`src/rtl/burst_pkg.sv`:
```
package burst_pkg;

  localparam int NUM_AXES    = 3;
  localparam int NUM_BYTES   = 2 * NUM_AXES;
  localparam int BYTE_IDX_W  = $clog2(NUM_BYTES);

  typedef enum logic [1:0] {
    ST_IDLE,
    ST_START,
    ST_BIT,
    ST_STOP
  } busState_t;

  typedef enum logic [1:0] {
    SEG_ADDR_W,
    SEG_PTR,
    SEG_ADDR_R,
    SEG_DATA
  } segment_t;

  typedef enum logic [1:0] {
    TX_ADDR_W,
    TX_PTR,
    TX_ADDR_R
  } txSel_t;

  // strobes from the sequencer to the byte datapath
  typedef struct packed {
    logic                  loadTx;
    txSel_t                txSel;
    logic                  shiftTx;
    logic                  shiftRx;
    logic                  storeByte;
    logic [BYTE_IDX_W-1:0] byteIdx;
    logic                  publish;
  } dpStrobe_t;

endpackage

```
`src/rtl/burst_dp.sv`:
```
module burst_dp
  import burst_pkg::*;
#(
  parameter logic [6:0] DEV_ADDR = 7'h1D,
  parameter logic [7:0] REG_PTR  = 8'h31
) (
  input  logic                         clk,
  input  logic                         rstN,
  input  dpStrobe_t                    stb,
  input  logic                         sdaIn,
  output logic                         txBit,
  output logic [NUM_AXES-1:0][15:0]    axisWords
);

  logic [7:0] txShift;
  logic [7:0] rxShift;
  logic [7:0] byteReg [NUM_BYTES];

  always_ff @(posedge clk) begin
    if (!rstN) begin
      txShift <= '0;
    end else if (stb.loadTx) begin
      unique case (stb.txSel)
        TX_ADDR_W: txShift <= {DEV_ADDR, 1'b0};
        TX_PTR:    txShift <= REG_PTR;
        TX_ADDR_R: txShift <= {DEV_ADDR, 1'b1};
        default:   txShift <= '0;
      endcase
    end else if (stb.shiftTx) begin
      txShift <= {txShift[6:0], 1'b0};
    end
  end

  assign txBit = txShift[7];

  always_ff @(posedge clk) begin
    if (!rstN) begin
      rxShift <= '0;
    end else if (stb.shiftRx) begin
      rxShift <= {rxShift[6:0], sdaIn};
    end
  end

  generate
    for (genvar b = 0; b < NUM_BYTES; b++) begin : gByte
      always_ff @(posedge clk) begin
        if (!rstN) begin
          byteReg[b] <= '0;
        end else if (stb.storeByte && (stb.byteIdx == BYTE_IDX_W'(b))) begin
          byteReg[b] <= rxShift;
        end
      end
    end
    for (genvar a = 0; a < NUM_AXES; a++) begin : gAxis
      always_ff @(posedge clk) begin
        if (!rstN) begin
          axisWords[a] <= '0;
        end else if (stb.publish) begin
          axisWords[a] <= {byteReg[2*a+1], byteReg[2*a]};
        end
      end
    end
  endgenerate

  AST_DP_ONE_ACTION: assert property (@(posedge clk) disable iff (!rstN)
    $onehot0({stb.loadTx, stb.shiftTx, stb.shiftRx, stb.storeByte, stb.publish})) else $error("datapath strobes overlap");

endmodule

```
`src/rtl/burst_ctrl.sv`:
```
module burst_ctrl
  import burst_pkg::*;
#(
  parameter int QTR_CYCLES = 63
) (
  input  logic      clk,
  input  logic      rstN,
  input  logic      startReq,
  input  logic      sdaIn,
  input  logic      txBit,
  output dpStrobe_t stb,
  output logic      sclLow,
  output logic      sdaLow,
  output logic      busy,
  output logic      done,
  output logic      sampleValid,
  output logic      nakErr
);

  localparam int DIV_W = (QTR_CYCLES > 2) ? $clog2(QTR_CYCLES) : 1;
  localparam logic [DIV_W-1:0]      DIV_LAST  = DIV_W'(QTR_CYCLES - 1);
  localparam logic [BYTE_IDX_W-1:0] BYTE_LAST = BYTE_IDX_W'(NUM_BYTES - 1);
  localparam logic [3:0]            ACK_SLOT  = 4'd8;

  busState_t             state;
  segment_t              seg;
  logic [1:0]            quarter;
  logic [DIV_W-1:0]      divCnt;
  logic [3:0]            bitIdx;
  logic [BYTE_IDX_W-1:0] byteIdx;
  logic                  slaveNak;
  logic                  abortReg;

  logic tick;
  logic symEnd;
  logic sampleEdge;
  logic inAck;

  assign busy       = (state != ST_IDLE);
  assign tick       = busy && (divCnt == DIV_LAST);
  assign symEnd     = tick && (quarter == 2'd3);
  assign sampleEdge = tick && (quarter == 2'd2);
  assign inAck      = (state == ST_BIT) && (bitIdx == ACK_SLOT);

  always_ff @(posedge clk) begin
    if (!rstN) begin
      state       <= ST_IDLE;
      seg         <= SEG_ADDR_W;
      quarter     <= '0;
      divCnt      <= '0;
      bitIdx      <= '0;
      byteIdx     <= '0;
      slaveNak    <= 1'b0;
      abortReg    <= 1'b0;
      done        <= 1'b0;
      sampleValid <= 1'b0;
      nakErr      <= 1'b0;
    end else begin
      done        <= 1'b0;
      sampleValid <= 1'b0;
      if (state == ST_IDLE) begin
        if (startReq) begin
          state    <= ST_START;
          seg      <= SEG_ADDR_W;
          quarter  <= '0;
          divCnt   <= '0;
          abortReg <= 1'b0;
          nakErr   <= 1'b0;
        end
      end else if (!tick) begin
        divCnt <= divCnt + 1'b1;
      end else begin
        divCnt  <= '0;
        quarter <= quarter + 1'b1;
        if (sampleEdge && inAck && (seg != SEG_DATA)) begin
          slaveNak <= sdaIn;
        end
        if (symEnd) begin
          unique case (state)
            ST_START: begin
              state  <= ST_BIT;
              bitIdx <= '0;
            end
            ST_BIT: begin
              if (bitIdx != ACK_SLOT) begin
                bitIdx <= bitIdx + 1'b1;
              end else begin
                bitIdx <= '0;
                unique case (seg)
                  SEG_ADDR_W: begin
                    if (slaveNak) begin state <= ST_STOP; abortReg <= 1'b1; end
                    else seg <= SEG_PTR;
                  end
                  SEG_PTR: begin
                    if (slaveNak) begin state <= ST_STOP; abortReg <= 1'b1; end
                    else begin state <= ST_START; seg <= SEG_ADDR_R; end
                  end
                  SEG_ADDR_R: begin
                    if (slaveNak) begin state <= ST_STOP; abortReg <= 1'b1; end
                    else begin seg <= SEG_DATA; byteIdx <= '0; end
                  end
                  default: begin
                    if (byteIdx == BYTE_LAST) state <= ST_STOP;
                    else byteIdx <= byteIdx + 1'b1;
                  end
                endcase
              end
            end
            ST_STOP: begin
              state       <= ST_IDLE;
              done        <= 1'b1;
              sampleValid <= !abortReg;
              nakErr      <= abortReg;
            end
            default: state <= ST_IDLE;
          endcase
        end
      end
    end
  end

  // strobes to the datapath
  always_comb begin
    stb           = '0;
    stb.txSel     = (seg == SEG_ADDR_R) ? TX_ADDR_R : TX_ADDR_W;
    stb.byteIdx   = byteIdx;
    if ((state == ST_START) && symEnd) begin
      stb.loadTx = 1'b1;
    end
    if (inAck && symEnd && (seg == SEG_ADDR_W) && !slaveNak) begin
      stb.loadTx = 1'b1;
      stb.txSel  = TX_PTR;
    end
    stb.shiftTx   = (state == ST_BIT) && symEnd && (bitIdx != ACK_SLOT) && (seg != SEG_DATA);
    stb.shiftRx   = (state == ST_BIT) && sampleEdge && (bitIdx != ACK_SLOT) && (seg == SEG_DATA);
    stb.storeByte = inAck && sampleEdge && (seg == SEG_DATA);
    stb.publish   = (state == ST_STOP) && symEnd && !abortReg;
  end

  // bus line controls, 1 = pull low
  always_comb begin
    sclLow = 1'b0;
    sdaLow = 1'b0;
    unique case (state)
      ST_START: begin
        sclLow = (quarter == 2'd0) || (quarter == 2'd3);
        sdaLow = quarter[1];
      end
      ST_BIT: begin
        sclLow = (quarter == 2'd0) || (quarter == 2'd3);
        if (bitIdx != ACK_SLOT) sdaLow = (seg != SEG_DATA) && !txBit;
        else                    sdaLow = (seg == SEG_DATA) && (byteIdx != BYTE_LAST);
      end
      ST_STOP: begin
        sclLow = (quarter == 2'd0);
        sdaLow = !quarter[1];
      end
      default: ;
    endcase
  end

  AST_SDA_STEADY_SCL_HIGH: assert property (@(posedge clk) disable iff (!rstN)
    ((state == ST_BIT) && !sclLow && !$past(sclLow)) |-> $stable(sdaLow)) else $error("SDA moved with SCL high");
  AST_STOP_AFTER_REFUSAL: assert property (@(posedge clk) disable iff (!rstN)
    (inAck && symEnd && (seg != SEG_DATA) && slaveNak) |=> (state == ST_STOP)) else $error("no STOP after refusal");
  AST_DONE_SINGLE: assert property (@(posedge clk) disable iff (!rstN)
    done |=> !done) else $error("done longer than one cycle");
  AST_VALID_EXCLUDES_ERR: assert property (@(posedge clk) disable iff (!rstN)
    sampleValid |-> (done && !nakErr && !busy)) else $error("valid with error or busy");
  AST_BUSY_NEEDS_REQ: assert property (@(posedge clk) disable iff (!rstN)
    $rose(busy) |-> $past(startReq)) else $error("busy without request");

endmodule

```
`src/rtl/axis_burst_sampler.sv`:
```
module axis_burst_sampler
  import burst_pkg::*;
#(
  parameter int         QTR_CYCLES = 63,
  parameter logic [6:0] DEV_ADDR   = 7'h1D,
  parameter logic [7:0] REG_PTR    = 8'h31
) (
  input  logic        clk,
  input  logic        rstN,
  input  logic        startReq,
  input  logic        sdaIn,
  output logic        sclLow,
  output logic        sdaLow,
  output logic        busy,
  output logic        done,
  output logic        sampleValid,
  output logic        nakErr,
  output logic [15:0] axisX,
  output logic [15:0] axisY,
  output logic [15:0] axisZ
);

  dpStrobe_t                     stb;
  logic                          txBit;
  logic [NUM_AXES-1:0][15:0]     axisWords;

  burst_ctrl #(.QTR_CYCLES(QTR_CYCLES)) uCtrl (
    .clk(clk), .rstN(rstN), .startReq(startReq), .sdaIn(sdaIn), .txBit(txBit),
    .stb(stb), .sclLow(sclLow), .sdaLow(sdaLow), .busy(busy), .done(done),
    .sampleValid(sampleValid), .nakErr(nakErr)
  );

  burst_dp #(.DEV_ADDR(DEV_ADDR), .REG_PTR(REG_PTR)) uDp (
    .clk(clk), .rstN(rstN), .stb(stb), .sdaIn(sdaIn), .txBit(txBit),
    .axisWords(axisWords)
  );

  assign axisX = axisWords[0];
  assign axisY = axisWords[1];
  assign axisZ = axisWords[2];

  AST_AXES_MOVE_WITH_VALID: assert property (@(posedge clk) disable iff (!rstN)
    !sampleValid |-> $stable({axisX, axisY, axisZ})) else $error("axis words changed without valid");

endmodule

```
`config.mk`:
```
export PLATFORM = sky130hd
export DESIGN_NAME = axis_burst_sampler
export DESIGN_NICKNAME = d
export VERILOG_FILES = /design/src/rtl/burst_pkg.sv /design/src/rtl/burst_dp.sv /design/src/rtl/burst_ctrl.sv /design/src/rtl/axis_burst_sampler.sv
export SDC_FILE = /design/constraint.sdc
export NUM_CORES = 1
export LEC_CHECK = 0
export CORE_ASPECT_RATIO = 1.1
export CORE_MARGIN = 2
export CORE_UTILIZATION = 56
export CTS_CLUSTER_DIAMETER = 200
export DETAILED_ROUTE_END_ITERATION = 6
export HOLD_SLACK_MARGIN = 0.08
export MAX_ROUTING_LAYER = met4
export PLACE_DENSITY = 0.87
export SLEW_MARGIN = 0
export SYNTH_ARGS = -nofsm -noshare
export SYNTH_HDL_FRONTEND = slang
export SYNTH_HIERARCHICAL = 1
export SYNTH_SLANG_ARGS = --single-unit
```
`constraint.sdc`:
```
create_clock -name clk -period 3.55 [get_ports clk]
set_input_delay 1.065 -clock clk [delete_from_list [all_inputs] [get_ports clk]]
set_output_delay 1.065 -clock clk [all_outputs]
set_load 0.1 [all_outputs]
```
==> impl_results.rst, run 1 <==
.. list-table::
   :header-rows: 1

   * - Metric
     - Value
   * - Routability Congestion
     - 0.915
   * - Via count
     - 4002
   * - Hold bufs inserted after CTS
     - 0
   * - Number of nets with antenna violations after routing
     - 0
   * - Diodes inserted
     - 0
   * - GR Util All Layers
     - 21.7%
   * - Share of layout cells above drive strength 1
     - 16.8%
   * - Post-synthesis instance area
     - 5800 um2
   * - Total length of routed wires
     - 11300 um
   * - Total power after layout
     - 3.35 mW
   * - Die boundary height
     - 111 um
   * - Category of the worst setup path launch point
     - flop
   * - TritonCTS clock tree
     - built
   * - Number of max-cap violations
     - 0
   * - Status
     - finished, final reports clean
   * - Worst vdd rail ir drop
     - 0.000305 V
   * - CTS clock-pin slew for the worst setup and hold paths
     - 0.06 ns
   * - Number of synthesized flops with an enable pin
     - 48
   * - Slew of the pin with the lowest slew margin
     - 0.904 ns
   * - DR WL/cell
     - 15.7 um
   * - Slowest stage cell on the critical path
     - dfxtp_1
   * - Ys async rst share
     - 0%
   * - Largest cells by area after synthesis
     - dfxtp_1 30%, edfxtp_1 25%, mux2i_1 11%, nor2b_1 6.1%, ha_1 4.3%
   * - Count of routing violations after the opening detailed-route iteration
     - 268
   * - Worst Path Class, Setup
     - reg2out
   * - Detail Route met3 WL
     - 499 um
   * - Number of synthesis warnings
     - 6
   * - Initial core utilization
     - 58.1%
   * - RSZ-0062 raised after global routing
     - false
   * - Quantity of gates resized following cts
     - 0
   * - Most frequent cells after synthesis
     - 88 x dfxtp_1, 64 x mux2i_1, 61 x nor2_1, 57 x nor2b_1, 48 x edfxtp_1
   * - Num Clock Sinks
     - 136
   * - Leak pwr
     - 2.35 nW
   * - Unique masters post-synth
     - 49
   * - Final HPWL DP
     - 7700 um
   * - Residual DRC
     - 0
   * - CTS Root Buffer Type
     - clkbuf_8
   * - Number of hold violations in the final report
     - 0
   * - Maximum root-to-sink buffer count
     - 2
   * - Std-Cell Rows
     - 38
   * - First-pass GRT wire length
     - 18600 um
   * - Most instantiated flip-flop cell in the synthesis netlist
     - dfxtp_1
   * - TritonCTS Buffers
     - 17
   * - Worst stage delay on the critical path
     - 0.38 ns
   * - Syn-to-layout area delta
     - 18.1%
   * - Post-synth top area share
     - 30.4%
   * - Share of the clock period used by the worst path
     - 91.9%
   * - Arrival time reported for the critical path endpoint
     - 2.20 ns
   * - Maximum level of the CTS H-tree
     - 4
   * - Post-Route Setup TNS
     - 0 ns
   * - Average size of a mapped cell
     - 10.8 um2
   * - Maximum number of pins on one net before global-route repair
     - 65
   * - Register bit count reported by yosys
     - 136
   * - Count leader, synth
     - dfxtp_1
   * - Synth Net Count
     - 561
   * - Worst clock skew on the final layout
     - 0.00647 ns
   * - Initial antenna violation count
     - 0
   * - Detailed-routing iteration count for the pre-antenna-repair pass
     - 4
   * - Worst hold path type
     - reg2reg
   * - DIE AREA
     - 11200 um2
   * - Count of nets after finishing
     - 613
   * - Maximum fanout along the worst path
     - 6
   * - Buffer count from post-CTS setup fixing
     - 0
   * - Top cell type by total area after synthesis
     - dfxtp_1
   * - Horizontal die dimension
     - 101 um
   * - Input/output buffers
     - 57
   * - Number of global-route vias before repair
     - 3901
   * - Slew margin rel.
     - 39.5%
   * - Clock period minus worst slack
     - 3.26 ns
   * - Crit path cell chain
     - inv_1 > ha_1 > and3b_2 > and3_1 > o21ai_0 > a21oi_2 > buf_4
   * - Timing-limited maximum frequency
     - 0.307 GHz
   * - Clock latency of the later-clocked register in the worst-skew pair
     - 0.52 ns
   * - CORE AREA
     - 9980 um2
   * - Part of the Yosys area used for sequential elements
     - 55.2%
   * - Pwr dens
     - 488 nW/um2
   * - Congestion Overflow GR
     - 0
   * - Endpoint type of the worst setup path
     - output pin
   * - Length of routed wiring on met1
     - 4770 um
   * - Highest routed metal layer
     - met4
   * - Required time at the endpoint of the critical path
     - 2.48 ns
   * - Drt via density
     - 5.55
   * - Count of endpoints failing setup in the final report
     - 0
   * - Met2 Routed Length
     - 5900 um
   * - Top-Level Pins
     - 58
   * - Cell count after synthesis
     - 537
   * - Final-report max-slew violation count
     - 0
==> critical path, delay by kind of cell (launching register included) <==
kind | cells | cell delay (ns)
AND/OR/NAND/NOR | 2 | 0.42
flip-flops | 1 | 0.38
AO/OA/AOI/OAI | 2 | 0.36
buffers and inverters | 2 | 0.30
adder cells (fa/ha/maj) | 1 | 0.21
==> routing by layer <==
layer  GRT usage, %  up-vias
met2           36.2      110
met1           25.3     1916
met5              -        -
li1               -     1966
met4           8.02        0
met3           4.92       10
==> power breakdown <==
part	leakage (nW)	internal, mW	switching, mW
combinational	0.937	0.0387	0.0818
clock	0.250	0.941	0.629
sequential	1.16	1.64	0.0139
==> final timing paths <==
check | start | endpoint | slack (ns) | depth (start not counted)
min | uCtrl/bitIdx[1] | uCtrl/bitIdx[1] | 0.50 | 2
max | uCtrl/bitIdx[0] | sdaLow | 0.29 | 7
min reg2reg | uCtrl/bitIdx[1] | uCtrl/bitIdx[1] | 0.50 | 2
max reg2reg | uCtrl/state[0] | uDp/axisWords[1] | 0.70 | 10
==> area by class of cell <==
type	instances	area [um2]
clock buffers	20	435
clock inverters	11	100
fillers	735	3130
inverters	18	67.6
multi-input cells	355	2410
flip-flops and latches	136	3200
well taps	120	150
repair buffers	61	485
==> cells in the final DEF, fill, tap and decap left out, types with 3 or more instances in the layout <==
| cell | count |
|---|---|
| dfxtp_1 | 88 |
| mux2i_1 | 64 |
| nor2_1 | 60 |
| nor2b_1 | 57 |
| buf_4 | 56 |
| edfxtp_1 | 48 |
| nand2_1 | 38 |
| ha_1 | 20 |
| inv_1 | 18 |
| a21oi_1 | 17 |
| clkbuf_16 | 16 |
| o21ai_0 | 12 |
| nand3_1 | 8 |
| nor3_1 | 7 |
| o21a_1 | 7 |
| or4_1 | 6 |
| clkinvlp_4 | 5 |
| nand2b_1 | 5 |
| a31oi_1 | 5 |
| nor4_1 | 4 |
| a21boi_0 | 4 |
| mux2_2 | 4 |
| clkinv_2 | 3 |
| nand4bb_1 | 3 |
==> state kept, by name, indices dropped and copies added, names as in the netlist, 2 cells and up <==
| register | count |
|---|---|
| uDp/rxShift | 8 |
| uDp/txShift | 8 |
| uCtrl/quarter | 2 |
| uCtrl/state | 2 |
| uDp/byteReg | 48 |
| uDp/axisWords | 48 |
| uCtrl/byteIdx | 3 |
| uCtrl/bitIdx | 4 |
| uCtrl/seg | 2 |
| uCtrl/divCnt | 6 |
==> stage by stage <==
step	util (%)	hold slack [ns]	std cells	setup slack [ns]	area [um2]
6_report	68.6	0.495	721	0.288	6850
4_1_cts	68.6	0.498	721	0.286	6850
3_3_place_gp	63.3	0.469	690	0.840	6320
2_1_floorplan	-	0.423	537	0.00601	5810
5_1_grt	68.6	0.534	721	0.201	6850
3_5_place_dp	63.3	0.491	690	0.760	6320
==> cell families after synthesis <==
kind of cell	synth area share, %
AO/OA/AOI/OAI	6.12
adder cells (fa/ha/maj)	4.31
buffers and inverters	3.45
flip-flops	55.2
multiplexers	11.8
AND/OR/NAND/NOR	19.1
No activity file was read; power rests on OpenSTA's default activity.
==> run 2, diff against run 1 <==
Settings changed: PLACE_DENSITY 0.87 to 0.79.
==> run 2 against run 1 <==
Against the previous run:
- first-iteration DRC count down 21%
- hold slack worse by 0.015 ns
- sequential share of layout area down 0.27 points
- clock skew up 0.0017 ns
- register-to-register slack worse by 0.07 ns
- clock-buffer cell count down 2
- maximum frequency up 0.66%
==> impl_results.rst, run 2 (synthesized netlist as in run 1, its figures left out) <==
.. list-table::
   :header-rows: 1

   * - Metric
     - Value
   * - Status
     - finished, final reports clean
   * - Worst Path Class, Setup
     - reg2out
   * - Slew of the pin with the lowest slew margin
     - 1.05 ns
   * - Quantity of gates resized following cts
     - 0
   * - Via count
     - 4020
   * - TritonCTS Buffers
     - 17
   * - Drt via density
     - 5.57
   * - TritonCTS clock tree
     - built
   * - DR WL/cell
     - 15.8 um
   * - Total length of routed wires
     - 11400 um
   * - Hold bufs inserted after CTS
     - 0
   * - Clock latency of the later-clocked register in the worst-skew pair
     - 0.52 ns
   * - Layout fillers
     - 760
   * - Top-Level Pins
     - 58
   * - Category of the worst setup path launch point
     - flop
   * - CTS clock-pin slew for the worst setup and hold paths
     - 0.06 ns
   * - Syn-to-layout area delta
     - 18.8%
   * - DIE AREA
     - 11200 um2
   * - Share of layout cells above drive strength 1
     - 16.8%
   * - Multi-input logic area
     - 2410 um2
   * - Count of routing violations after the opening detailed-route iteration
     - 212
   * - Num Clock Sinks
     - 136
   * - Detailed-routing iteration count for the pre-antenna-repair pass
     - 6
   * - Final worst slack
     - 0.309 ns
   * - Sequential cell area
     - 3200 um2
   * - Maximum fanout along the worst path
     - 6
   * - Die boundary height
     - 111 um
   * - Endpoint type of the worst setup path
     - output pin
   * - Timing-limited maximum frequency
     - 0.309 GHz
   * - Most frequent standard cell in the layout excluding fill and tap cells
     - dfxtp_1
   * - Share of the clock period used by the worst path
     - 91.3%
   * - Count of endpoints failing setup in the final report
     - 0
   * - Buffer count from post-CTS setup fixing
     - 0
   * - Number of hold violations in the final report
     - 0
   * - Post-route core utilization
     - 69.0%
   * - Std-Cell Rows
     - 38
   * - Slew margin rel.
     - 29.8%
   * - Horizontal die dimension
     - 101 um
   * - Diodes inserted
     - 0
   * - Worst-case setup slack after placement
     - 0.726 ns
   * - Final HPWL DP
     - 7610 um
   * - Registers with the highest flip-flop counts
     - uDp/axisWords: 48 flops, uDp/byteReg: 48 flops
   * - Placed cell count
     - 690
   * - Initial core utilization
     - 58.1%
   * - Number of max-cap violations
     - 0
   * - CORE AREA
     - 9980 um2
   * - RSZ-0062 raised after global routing
     - false
   * - First-pass GRT wire length
     - 18700 um
   * - Required time at the endpoint of the critical path
     - 2.48 ns
   * - Worst vdd rail ir drop
     - 0.000291 V
   * - Maximum root-to-sink buffer count
     - 2
   * - Pwr dens
     - 503 nW/um2
   * - Clock period minus worst slack
     - 3.24 ns
   * - Final cell count without fillers
     - 722
   * - Maximum level of the CTS H-tree
     - 4
   * - Number of global-route vias before repair
     - 3923
   * - Final-report max-slew violation count
     - 0
   * - Congestion Overflow GR
     - 0
   * - Leak pwr
     - 2.38 nW
   * - Worst hold path type
     - reg2reg
   * - Count of nets after finishing
     - 613
   * - Input/output buffers
     - 57
   * - Initial antenna violation count
     - 0
   * - CTS Root Buffer Type
     - clkbuf_8
   * - Residual DRC
     - 0
   * - Maximum number of pins on one net before global-route repair
     - 72
   * - Commonest non-fill, non-tap cells in the layout
     - 88 x dfxtp_1, 64 x mux2i_1, 60 x nor2_1
   * - Routability Congestion
     - 0.845
   * - Number of nets with antenna violations after routing
     - 0
   * - Arrival time reported for the critical path endpoint
     - 2.18 ns
   * - Worst clock skew on the final layout
     - 0.00814 ns
   * - Post-Route Setup TNS
     - 0 ns
   * - GR Util All Layers
     - 21.9%
-- run 2: cell count changes in the layout (fill, tap and decap cells not counted), sizes merged --
cell      change
bufinv        +2
inv           -2
clkinvlp      -2
clkbuf        -2
clkinv        +5
-- run 2: per-layer routing --
metal  global-route usage, %  vias to the layer above  routed length (um)
li1                        -                     1964                   -
met1                    25.8                     1901                4790
met2                    35.0                      139                5790
met3                    5.55                       16                 637
met4                    9.91                        0                 195
met5                       -                        -                   0
-- run 2: per-stage QoR --
step / area (um2) / power [mW] / hold WS, ns
6_report: 6890 / 3.47 / 0.480
5_1_grt: 6890 / 3.59 / 0.494
4_1_cts: 6890 / 3.51 / 0.481
3_5_place_dp: 6320 / 1.81 / 0.467
3_3_place_gp: 6320 / 1.81 / 0.467
2_1_floorplan: 5810 / 1.77 / 0.423
-- run 2: final timing paths --
| check | start | to | slack [ns] | cells past startpoint |
|---|---|---|---|---|
| worst min-delay path | uCtrl/nakErr | uCtrl/nakErr | 0.48 | 2 |
| worst max register to register | uCtrl/divCnt[1] | uDp/byteReg[0][5] | 0.63 | 7 |
| worst min register to register | uCtrl/nakErr | uCtrl/nakErr | 0.48 | 2 |
| worst max-delay path | uCtrl/bitIdx[0] | sdaLow | 0.31 | 7 |
-- run 2: power by group --
group	switching, mW	internal (mW)
clock network	0.633	1.06
registers	0.0140	1.64
logic	0.0831	0.0384
total	0.730	2.74
-- run 2: critical path: stages, from the launching register on --
cell and delay [ns]:
dfxtp_1 0.39, inv_1 0.07, ha_1 0.22, and3b_2 0.25, and3_1 0.17, o21ai_0 0.23, a21oi_2 0.09, buf_4 0.24
-- run 2: cell type report --
| type | count | area share [%] |
|---|---|---|
| sequential | 136 | 46.5 |
| tap | 120 | 2.18 |
| clock inverter | 14 | 2.29 |
| inverter | 18 | 0.980 |
| timing repair buffer | 61 | 7.04 |
| multi-input combinational | 355 | 35.0 |
| clock buffer | 18 | 6.06 |
==> run 3, diff against run 2 <==
Settings changed: CTS_BUF_LIST from default to sky130_fd_sc_hd__clkbuf_4 sky130_fd_sc_hd__clkbuf_8.
==> run 3 against run 2 <==
Against the previous run:
- die area unchanged
- via count up 0.35%
- utilization down 1.8 points
- clock skew up 0.0024 ns
- cell count unchanged
- sequential share of layout area up 1.2 points
- critical endpoint unchanged
- largest cell class unchanged
==> impl_results.rst, run 3 (synthesized netlist as in run 1, its figures left out) <==
.. list-table::
   :header-rows: 1

   * - Metric
     - Value
   * - Drt via density
     - 5.59
   * - TritonCTS clock tree
     - built
   * - Count of routing violations after the opening detailed-route iteration
     - 255
   * - Maximum number of pins on one net before global-route repair
     - 72
   * - Slew margin rel.
     - 29.0%
   * - Number of nets with antenna violations after routing
     - 0
   * - Initial core utilization
     - 58.1%
   * - Worst vdd rail ir drop
     - 0.000218 V
   * - Share of layout cells above drive strength 1
     - 16.9%
   * - Final-report max-slew violation count
     - 0
   * - Hold bufs inserted after CTS
     - 0
   * - Required time at the endpoint of the critical path
     - 2.48 ns
   * - Maximum root-to-sink buffer count
     - 2
   * - Commonest non-fill, non-tap cells in the layout
     - 88 x dfxtp_1, 64 x mux2i_1, 60 x nor2_1
   * - Diodes inserted
     - 0
   * - Total length of routed wires
     - 11400 um
   * - Leak pwr
     - 2.30 nW
   * - Residual DRC
     - 0
   * - Registers with the highest flip-flop counts
     - uDp/axisWords: 48 flops, uDp/byteReg: 48 flops
   * - Top-Level Pins
     - 58
   * - Maximum level of the CTS H-tree
     - 4
   * - Number of max-cap violations
     - 0
   * - Std-Cell Rows
     - 38
   * - Most frequent standard cell in the layout excluding fill and tap cells
     - dfxtp_1
   * - Share of the clock period used by the worst path
     - 88.5%
   * - Worst clock skew on the final layout
     - 0.0105 ns
   * - Arrival time reported for the critical path endpoint
     - 2.08 ns
   * - Final HPWL DP
     - 7610 um
   * - Detailed-routing iteration count for the pre-antenna-repair pass
     - 5
   * - Buffer count from post-CTS setup fixing
     - 0
   * - Status
     - finished, final reports clean
   * - Met2 Routed Length
     - 5870 um
   * - DIE AREA
     - 11200 um2
   * - Maximum fanout along the worst path
     - 6
   * - Routability Congestion
     - 0.845
   * - Worst hold path type
     - reg2reg
   * - Highest routed metal layer
     - met4
   * - Category of the worst setup path launch point
     - flop
   * - Number of hold violations in the final report
     - 0
   * - Pwr dens
     - 453 nW/um2
   * - Post-route core utilization
     - 67.3%
   * - Die boundary height
     - 111 um
   * - Horizontal die dimension
     - 101 um
   * - Count of endpoints failing setup in the final report
     - 0
   * - Syn-to-layout area delta
     - 15.7%
   * - Final cell count without fillers
     - 722
   * - First-pass GRT wire length
     - 18500 um
   * - Slew of the pin with the lowest slew margin
     - 1.06 ns
   * - CTS clock-pin slew for the worst setup and hold paths
     - 0.08 ns
   * - Count of nets after finishing
     - 613
   * - Clock period minus worst slack
     - 3.14 ns
   * - Worst Hold Slack
     - 0.484 ns
   * - Post-Route Setup TNS
     - 0 ns
   * - CORE AREA
     - 9980 um2
   * - Num Clock Sinks
     - 136
   * - Congestion Overflow GR
     - 0
   * - RSZ-0062 raised after global routing
     - false
   * - Via count
     - 4034
   * - Initial antenna violation count
     - 0
   * - Length of routed wiring on met1
     - 4850 um
   * - Quantity of gates resized following cts
     - 0
   * - Clock latency of the later-clocked register in the worst-skew pair
     - 0.42 ns
   * - Timing-limited maximum frequency
     - 0.318 GHz
   * - GR Util All Layers
     - 21.5%
   * - Number of global-route vias before repair
     - 3938
   * - Placed cell count
     - 690
   * - DR WL/cell
     - 15.7 um
   * - Detail Route met3 WL
     - 493 um
   * - CTS Root Buffer Type
     - clkbuf_8
   * - Input/output buffers
     - 57
   * - TritonCTS Buffers
     - 17
   * - Worst Path Class, Setup
     - reg2out
   * - Endpoint type of the worst setup path
     - output pin
run 3: cell counts in the layout (fill, tap and decap cells not counted):
Identical to the previous run, type by type.
run 3: report_power, final:
group	total (mW)	switching (mW)	internal, mW
logic	0.122	0.0832	0.0384
registers	1.65	0.0142	1.64
clock network	1.27	0.574	0.693
total	3.04	0.671	2.37
run 3: final timing paths:
path,startpoint,endpoint,slack (ns),cells past startpoint
max reg2reg,uCtrl/divCnt[1],uDp/byteReg[0][5],0.64,7
min reg2reg,uCtrl/nakErr,uCtrl/nakErr,0.48,2
min,uCtrl/nakErr,uCtrl/nakErr,0.48,2
max,uCtrl/bitIdx[0],sdaLow,0.41,7
run 3: area by class of cell:
| type | count | area [um2] |
|---|---|---|
| repair buffers | 61 | 485 |
| clock buffers | 18 | 241 |
| fillers | 776 | 3270 |
| flip-flops and latches | 136 | 3200 |
| multi-input cells | 355 | 2410 |
| inverters | 18 | 67.6 |
| clock inverters | 14 | 158 |
| well taps | 120 | 150 |
run 3: critical path, stage by stage, from the launching register on:
cell,delay (ns)
dfxtp_1,0.40
inv_1,0.07
ha_1,0.21
and3b_2,0.24
and3_1,0.17
o21ai_0,0.22
a21oi_2,0.09
buf_4,0.24
run 3: per-stage QoR:
stage	setup WS [ns]	power, mW	area, um2
after floorplan	0.00601	1.77	5810
after CTS	0.380	3.07	6720
after global routing	0.237	3.15	6720
final	0.409	3.04	6720
after detailed placement	0.726	1.81	6320
after global placement	0.858	1.81	6320
run 3: metal layers:
metal | vias to the layer above | track usage, %
met5 | - | -
met4 | 0 | 8.47
met3 | 14 | 5.99
met2 | 119 | 34.6
met1 | 1946 | 25.5
li1 | 1955 | -
